===== src/rtl/fetch_pc_pkg.sv =====
package fetch_pc_pkg;
  // what the fetch register does on the next edge
  typedef enum logic [1:0] {
    PC_ACT_CLEAR,
    PC_ACT_HOLD,
    PC_ACT_SEQ,
    PC_ACT_JUMP
  } pc_act_e;

  // what the decode/execute slot register does on the next edge
  typedef enum logic [1:0] {
    EX_ACT_LOAD,
    EX_ACT_BUBBLE,
    EX_ACT_HOLD
  } ex_act_e;
endpackage


===== src/rtl/pc_act_sel.sv =====
module pc_act_sel
  import fetch_pc_pkg::*;
(
  input  logic    fetch_on,
  input  logic    stall_fetch,
  input  logic    jump_req,
  output pc_act_e act
);
  always_comb begin
    if (!fetch_on)        act = PC_ACT_CLEAR;
    else if (stall_fetch) act = PC_ACT_HOLD;
    else if (jump_req)    act = PC_ACT_JUMP;
    else                  act = PC_ACT_SEQ;
  end
endmodule


===== src/rtl/fetch_pc_reg.sv =====
module fetch_pc_reg
  import fetch_pc_pkg::*;
#(
  parameter int          AW      = 32,
  parameter int          STEP    = 4,
  parameter logic [31:0] BOOT_PC = 32'h0
) (
  input  logic          clk,
  input  logic          rst,
  input  pc_act_e       act,
  input  logic [AW-1:0] jump_tgt,
  output logic [AW-1:0] pc,
  output logic          fetch_on
);
  localparam logic [AW-1:0] STEP_V = AW'(STEP);
  localparam logic [AW-1:0] BOOT_V = AW'(BOOT_PC);

  always_ff @(posedge clk) begin
    if (rst) fetch_on <= 1'b0;
    else     fetch_on <= 1'b1;
  end

  always_ff @(posedge clk) begin
    if (rst) begin
      pc <= BOOT_V;
    end else begin
      unique case (act)
        PC_ACT_CLEAR: pc <= BOOT_V;
        PC_ACT_HOLD:  pc <= pc;
        PC_ACT_JUMP:  pc <= jump_tgt;
        default:      pc <= pc + STEP_V;
      endcase
    end
  end
endmodule


===== src/rtl/slot_track_reg.sv =====
module slot_track_reg
  import fetch_pc_pkg::*;
#(
  parameter int AW = 32
) (
  input  logic          clk,
  input  logic          rst,
  input  logic          stall_dec,
  input  logic          stall_exe,
  input  logic          nxt_in_slot,
  input  logic [AW-1:0] id_link_addr,
  input  logic          id_in_slot,
  output logic          dec_in_slot,
  output logic [AW-1:0] ex_link_addr,
  output logic          ex_in_slot
);
  ex_act_e ex_act;

  always_comb begin
    if (!stall_dec)     ex_act = EX_ACT_LOAD;
    else if (!stall_exe) ex_act = EX_ACT_BUBBLE;
    else                ex_act = EX_ACT_HOLD;
  end

  // decode-side flag: follows decoder unless decode is frozen
  always_ff @(posedge clk) begin
    if (rst)             dec_in_slot <= 1'b0;
    else if (!stall_dec) dec_in_slot <= nxt_in_slot;
  end

  always_ff @(posedge clk) begin
    if (rst) begin
      ex_link_addr <= '0;
      ex_in_slot   <= 1'b0;
    end else begin
      unique case (ex_act)
        EX_ACT_LOAD: begin
          ex_link_addr <= id_link_addr;
          ex_in_slot   <= id_in_slot;
        end
        EX_ACT_BUBBLE: begin
          ex_link_addr <= '0;
          ex_in_slot   <= 1'b0;
        end
        default: begin
          ex_link_addr <= ex_link_addr;
          ex_in_slot   <= ex_in_slot;
        end
      endcase
    end
  end
endmodule


===== src/rtl/fetch_pc_seq.sv =====
module fetch_pc_seq
  import fetch_pc_pkg::*;
#(
  parameter int          AW       = 32,
  parameter int          STALL_W  = 6,
  parameter int          STEP     = 4,
  parameter logic [31:0] BOOT_PC  = 32'h0,
  parameter int          FETCH_BIT = 0,
  parameter int          DEC_BIT   = 2,
  parameter int          EXE_BIT   = 3
) (
  input  logic               clk,
  input  logic               rst,
  input  logic [STALL_W-1:0] stall,
  input  logic               br_taken,
  input  logic [AW-1:0]      br_target,
  input  logic               nxt_in_slot,
  input  logic [AW-1:0]      id_link_addr,
  input  logic               id_in_slot,
  output logic [AW-1:0]      pc,
  output logic               imem_en,
  output logic               dec_in_slot,
  output logic [AW-1:0]      ex_link_addr,
  output logic               ex_in_slot
);
  logic    stall_fetch, stall_dec, stall_exe;
  logic    unused_stall;
  pc_act_e pc_act;

  assign stall_fetch  = stall[FETCH_BIT];
  assign stall_dec    = stall[DEC_BIT];
  assign stall_exe    = stall[EXE_BIT];
  assign unused_stall = ^stall;

  pc_act_sel u_sel (
    .fetch_on    (imem_en),
    .stall_fetch (stall_fetch),
    .jump_req    (br_taken),
    .act         (pc_act)
  );

  fetch_pc_reg #(.AW(AW), .STEP(STEP), .BOOT_PC(BOOT_PC)) u_pc (
    .clk      (clk),
    .rst      (rst),
    .act      (pc_act),
    .jump_tgt (br_target),
    .pc       (pc),
    .fetch_on (imem_en)
  );

  slot_track_reg #(.AW(AW)) u_slot (
    .clk          (clk),
    .rst          (rst),
    .stall_dec    (stall_dec),
    .stall_exe    (stall_exe),
    .nxt_in_slot  (nxt_in_slot),
    .id_link_addr (id_link_addr),
    .id_in_slot   (id_in_slot),
    .dec_in_slot  (dec_in_slot),
    .ex_link_addr (ex_link_addr),
    .ex_in_slot   (ex_in_slot)
  );
endmodule


===== config.mk =====
export PLATFORM = sky130hd
export DESIGN_NAME = fetch_pc_seq
export DESIGN_NICKNAME = d
export VERILOG_FILES = /design/src/rtl/fetch_pc_pkg.sv /design/src/rtl/pc_act_sel.sv /design/src/rtl/fetch_pc_reg.sv /design/src/rtl/slot_track_reg.sv /design/src/rtl/fetch_pc_seq.sv
export SDC_FILE = /design/constraint.sdc
export NUM_CORES = 1
export LEC_CHECK = 0
export ABC_CLOCK_PERIOD_IN_PS = 2400
export BUFFER_PORTS_ARGS = -buffer_cell sky130_fd_sc_hd__buf_4
export CORE_MARGIN = 4
export CORE_UTILIZATION = 35
export DETAILED_ROUTE_END_ITERATION = 16
export SETUP_SLACK_MARGIN = 0.15
export SLEW_MARGIN = 10
export SYNTH_ARGS = -nofsm -noshare
export SYNTH_HDL_FRONTEND = slang
export SYNTH_SLANG_ARGS = --single-unit

===== constraint.sdc =====
create_clock -name clk -period 2.4 [get_ports clk]
set_input_delay 0.12 -clock clk [delete_from_list [all_inputs] [get_ports clk]]
set_output_delay 0.12 -clock clk [all_outputs]
set_load 0.02 [all_outputs]

## Word level (Yosys, flattened, before mapping)

Cells that the tools add are included.

- Register bits after elaboration: 67
- Input bits: 75
- Output and inout port bits: 67
- Logic and storage cells: 21

- $add $sub $neg: 1
- Equal/unequal tests: 3
- Mux-type cells: 9
- Reductions and logical operators: 3

Operator list:

| cell | number |
|---|---|
| 32-bit case mux with 3 select lines | 1 |
| 32-bit case mux with 2 select lines | 1 |
| 32-bit by 3-bit adder with 32-bit output, second input constant | 1 |
| 2-bit 2-to-1 mux | 4 |
| 2-bit by 1-bit == test with 1-bit output, second input constant | 2 |
| 2-bit zero test | 2 |
| 2-bit == test, second input constant | 1 |
| 1-bit 2-to-1 mux | 2 |
| 1-bit case mux with 2 select lines | 1 |
| 2-bit nonzero test | 1 |

## Longest topological paths before layout

- Word-level depth: 5
- Depth in mapped cells: 9
- Mapped depth without buffers: 7

## Cells and area by module

Synthesis repeated with hierarchy kept, for this count alone.

- Cells, all modules: 427
- Area total of the unflattened synthesis: 3,575.9 µm²

Modules (own cells, without submodules):

| module | times used | cells an instance | area each (µm²) | seq. area each (µm²) |
|---|---|---|---|---|
| fetch_pc_reg | 1 | 275 | 2,110.8 | 660.6 |
| slot_track_reg | 1 | 150 | 1,451.4 | 680.7 |
| pc_act_sel | 1 | 2 | 13.8 | 0.0 |

## Worst setup path after synthesis

OpenSTA, ideal clock, no wires.

- Path type: register to register
- From: reg u_pc.fetch_on
- To: reg u_pc.pc[31]
- Setup time: 0.079 ns
- Arrival time: 2.244 ns
- Required time: 2.321 ns
- Path slack: 0.077 ns
- Stages on the path, launching flop included: 7
- Path buffers: 0
- Period minus slack after synthesis: 2.323 ns
- Cell sequence: dfxtp_1 -> o21a_1 -> ha_1 -> or3_1 -> or3b_2 -> or4_1 -> o211ai_1

- Longest elaborated chain between the ends: 3
- Elaborated cells between the ends (all ways): 5
- Those cells by class: 2 x eq/ne; 2 x mux; 1 x reduce/logical

Ends and longest elaborated chain:

| item | line | text |
|---|---|---|
| from (decl) | fetch_pc_reg.sv:13 | `output logic fetch_on` |
| from (signal assigned) | fetch_pc_reg.sv:19 | `if (rst) fetch_on <= 1'b0;` |
| from (signal assigned) | fetch_pc_reg.sv:20 | `else fetch_on <= 1'b1;` |
| 2-bit 2-to-1 mux (*) | pc_act_sel.sv:10 | `if (!fetch_on) act = PC_ACT_CLEAR;` |
| 2-bit == test (tied with other cells) | fetch_pc_reg.sv:27 | `unique case (act)` |
| 32-bit case mux with 3 select lines | fetch_pc_reg.sv:27 |  |
| to (signal assigned) | fetch_pc_reg.sv:29 | `PC_ACT_HOLD: pc <= pc;` |
| to (signal assigned) | fetch_pc_reg.sv:30 | `PC_ACT_JUMP: pc <= jump_tgt;` |
| to (signal assigned) | fetch_pc_reg.sv:31 | `default: pc <= pc + STEP_V;` |
| to (decl) | fetch_pc_reg.sv:12 | `output logic [AW-1:0] pc,` |

Mark *: on every way between the ends. The rest lies on a longest branch, timed or not.
A chain may end at the register's enable or synchronous reset.

## Worst setup path in the final report

Same ends and word-level chain as after synthesis.

==> impl_metrics.py <==
metrics = {
    "status": {
        "status": "finished clean",
    },
    "final_layout": {
        "area_growth_pct": 41.11,
        "post-route-util_pct": 50.61,
        "drive_gt1_share_pct": 32.74,
        "final_area_um2": 4947,
        "nNetsFinal": 635,
        "ff_latch_area_um2": 1343,
        "multiInputGateArea_um2": 1999,
        "n_antenna_cell": 0,
        "instances_no_fill": 695,
        "nFillCells": 999,
    },
    "drt": {
        "ant_nets": 0,
        "wl_per_cell_um": 16.85,
        "drtPass1Iterations": 6,
        "via_per_inst": 5.482,
        "drc": 0,
        "drt_iter0_markers": 249,
        "wl_mm": 11.71,
        "vias": 3810,
    },
    "synthesis": {
        "synth_top_cell_by_area": "dfxtp_1",
        "ys_top_cells_by_area": "dfxtp_1 (38%), nand3_1 (6.9%), nand2b_1 (6.1%)",
        "synth_most_common_cell": "dfxtp_1",
        "ys.warnings.count": 0,
        "syn_area_per_cell_um2": 8.153,
        "synth_ff_type": "dfxtp_1",
        "async_flop_share_pct": 0,
        "yosysSeqAreaShare_pct": 38.26,
        "synth_fp_nets": 508,
        "synth_common_cells": "dfxtp_1 (67), nand3_1 (48), a21oi_1 (39)",
        "synth_edf_count": 0,
        "ys_types": 61,
        "ys_seq_elements": 67,
        "netlist_area_um2": 3506,
        "synth.top_cell.area_share_pct": 38.26,
        "synthCells": 430,
    },
    "placement": {
        "place_inst": 677,
        "placed_cell_area_um2": 4654,
        "pre_cts_slack_ns": 0.2075,
        "place_hpwl_mm": 8.341,
        "place.gp.congestion": 0.8253,
        "io_buffer_count": 138,
    },
    "global_routing": {
        "antenna_found_initial": 0,
        "grt_pass1_wl_mm": 18.53,
        "overflow": 0,
        "gr-usage-all-layers_pct": 19.80,
        "grt_pass1_vias": 3659,
        "grt_max_degree": 68,
    },
    "critical_path": {
        "required_ns": 2.67,
        "cp-end-kind": "flip-flop",
        "cp_max_fo": 3,
        "critPathArrivalTime_ns": 2.42,
        "start_kind": "flip-flop",
        "crit_type": "flip-flop to flip-flop",
    },
    "die": {
        "initial_core_util_pct": 35.87,
        "die_area_um2": 11680,
        "fp.dieH_um": 108.1,
        "ios": 142,
        "coreArea_um2": 9774,
        "die_w_um": 108.1,
        "rows": 36,
    },
    "hold_path": {
        "min_path_type": "primary input to flip-flop",
    },
    "job": {
        "max-cap-violations": 0,
    },
    "sta": {
        "period_minus_slack_ns": 2.148,
        "fin_ws_ns": 0.2523,
        "rsz0062_at_grt": "no",
        "slew_headroom_pct": 59.72,
        "finClkSkew_ns": 0.01173,
        "hold_viol": 0,
        "tightest_slew_ns": 0.6019,
        "period_share_pct": 89.49,
        "fmax_mhz": 465.6,
        "setup_viol_count_final": 0,
        "tns_ns": 0,
        "slew_viol_final": 0,
    },
    "clock_network": {
        "clk_pin_slew_ns": 0.09,
        "cts_buffers": 9,
        "clockBufferDepth": 2,
        "cts_tree": "built",
        "clockRootBuffer": "clkbuf_8",
        "clock_latency_ns": 0.34,
        "clock-sinks": 67,
        "h-tree-depth": 3,
    },
    "pwr": {
        "powerDensity_nw_per_um2": 570.3,
        "pwr-share-clk_pct": 41.8,
        "swShare_pct": 26.89,
        "switchingPower_mw": 0.7587,
        "internal-power_mw": 2.063,
        "power_leakage_nw": 1.941,
        "combPwrFrac_pct": 15.9,
        "irDropWorstVdd_mv": 0.3150,
        "power.share.sequential_pct": 42.3,
    },
}
[cells by family (layout without fill, tap and decap cells)]
group	count (synthesis)	in the layout	synth area share, %
buffers and inverters	45	177	5.210
adder cells (fa/ha/maj)	3	3	1.071
AO/OA/AOI/OAI	111	111	21.13
multiplexers	8	8	2.355
AND/OR/NAND/NOR	196	196	31.98
flip-flops	67	67	38.26
[registers in the layout, summed over array words and instances (netlist names)]
| name | cells |
|---|---|
| u_slot.ex_in_slot | 1 |
| u_pc.fetch_on | 1 |
| u_slot.dec_in_slot | 1 |
| u_slot.ex_link_addr | 32 |
| u_pc.pc | 32 |
[power by group through the flow]
stage / sequential (mW) / clock, mW / combinational [mW]
2_1_floorplan: 1.26 / 0 / 0.173
3_3_place_gp: 1.22 / 0 / 0.435
3_5_place_dp: 1.22 / 0 / 0.440
4_1_cts: 1.19 / 1.21 / 0.443
5_1_grt: 1.20 / 1.26 / 0.486
6_report: 1.19 / 1.18 / 0.448
[worst paths after layout]
check             depth (start not counted)                     from  slack, ns                 endpoint
setup reg to reg                          6            u_pc.fetch_on       0.25              u_pc.pc[31]
hold / removal                            3             br_target[1]       0.02               u_pc.pc[1]
hold reg to reg                           2  u_slot.ex_link_addr[21]       0.47  u_slot.ex_link_addr[21]
setup / recovery                          6            u_pc.fetch_on       0.25              u_pc.pc[31]
[metal layers]
metal	GRT usage [%]	vias up	wire [µm]
met5	0	-	0
met4	5.140	0	59
met3	6.627	6	894
met2	32.46	126	5760
met1	25.02	1812	5000
li1	-	1866	-
[critical path: stages, from the launching register on]
cell	delay (ns)
dfxtp_2	0.34
o21a_1	0.17
ha_4	0.22
or3_4	0.39
or3b_2	0.46
or4_1	0.41
o211ai_1	0.09
[layout make-up]
| type | instances | area share (%) |
|---|---|---|
| clock buffer | 9 | 2.504 |
| clock inverter | 7 | 2.504 |
| inverter | 8 | 0.6070 |
| multi-input combinational | 318 | 40.41 |
| sequential | 67 | 27.14 |
| tap | 133 | 3.364 |
| timing repair buffer | 153 | 23.47 |
[layout by cell type, fill, tap and decap left out, drive strengths merged, types with 3 or more instances in the layout]
cell and instances:
nand2 23, a31oi 5, nand3b 3, nor4 8, a211oi 3, a22oi 19, and3 3, ha 3
o21ai 9, or4 7, o21a 3, o22ai 3, a221oi 4, a21oi 39, clkbuf 9, mux2i 6
o311ai 3, nor3 9, dfxtp 67, inv 9, nand4 16, or3 5, buf 151, and4 5
nand3 48, o211ai 7, bufinv 3, nor2 22, nand2b 34
[per-stage QoR]
step | power [mW] | hold WS [ns]
2_1_floorplan | 1.436 | 0.2504
5_1_grt | 2.950 | 0.003555
3_3_place_gp | 1.652 | 0.3523
3_5_place_dp | 1.659 | 0.3603
6_report | 2.821 | 0.01682
4_1_cts | 2.843 | 0.001674
[timing repair]
item | in CTS | in global routing
hold endpoints to repair | 2 | 0
hold buffers | 2 | 0
resized for setup | 0 | 4
buffers inserted | 0 | 0
setup endpoints to repair | 0 | 5
(Power assumes the default switching activity.)
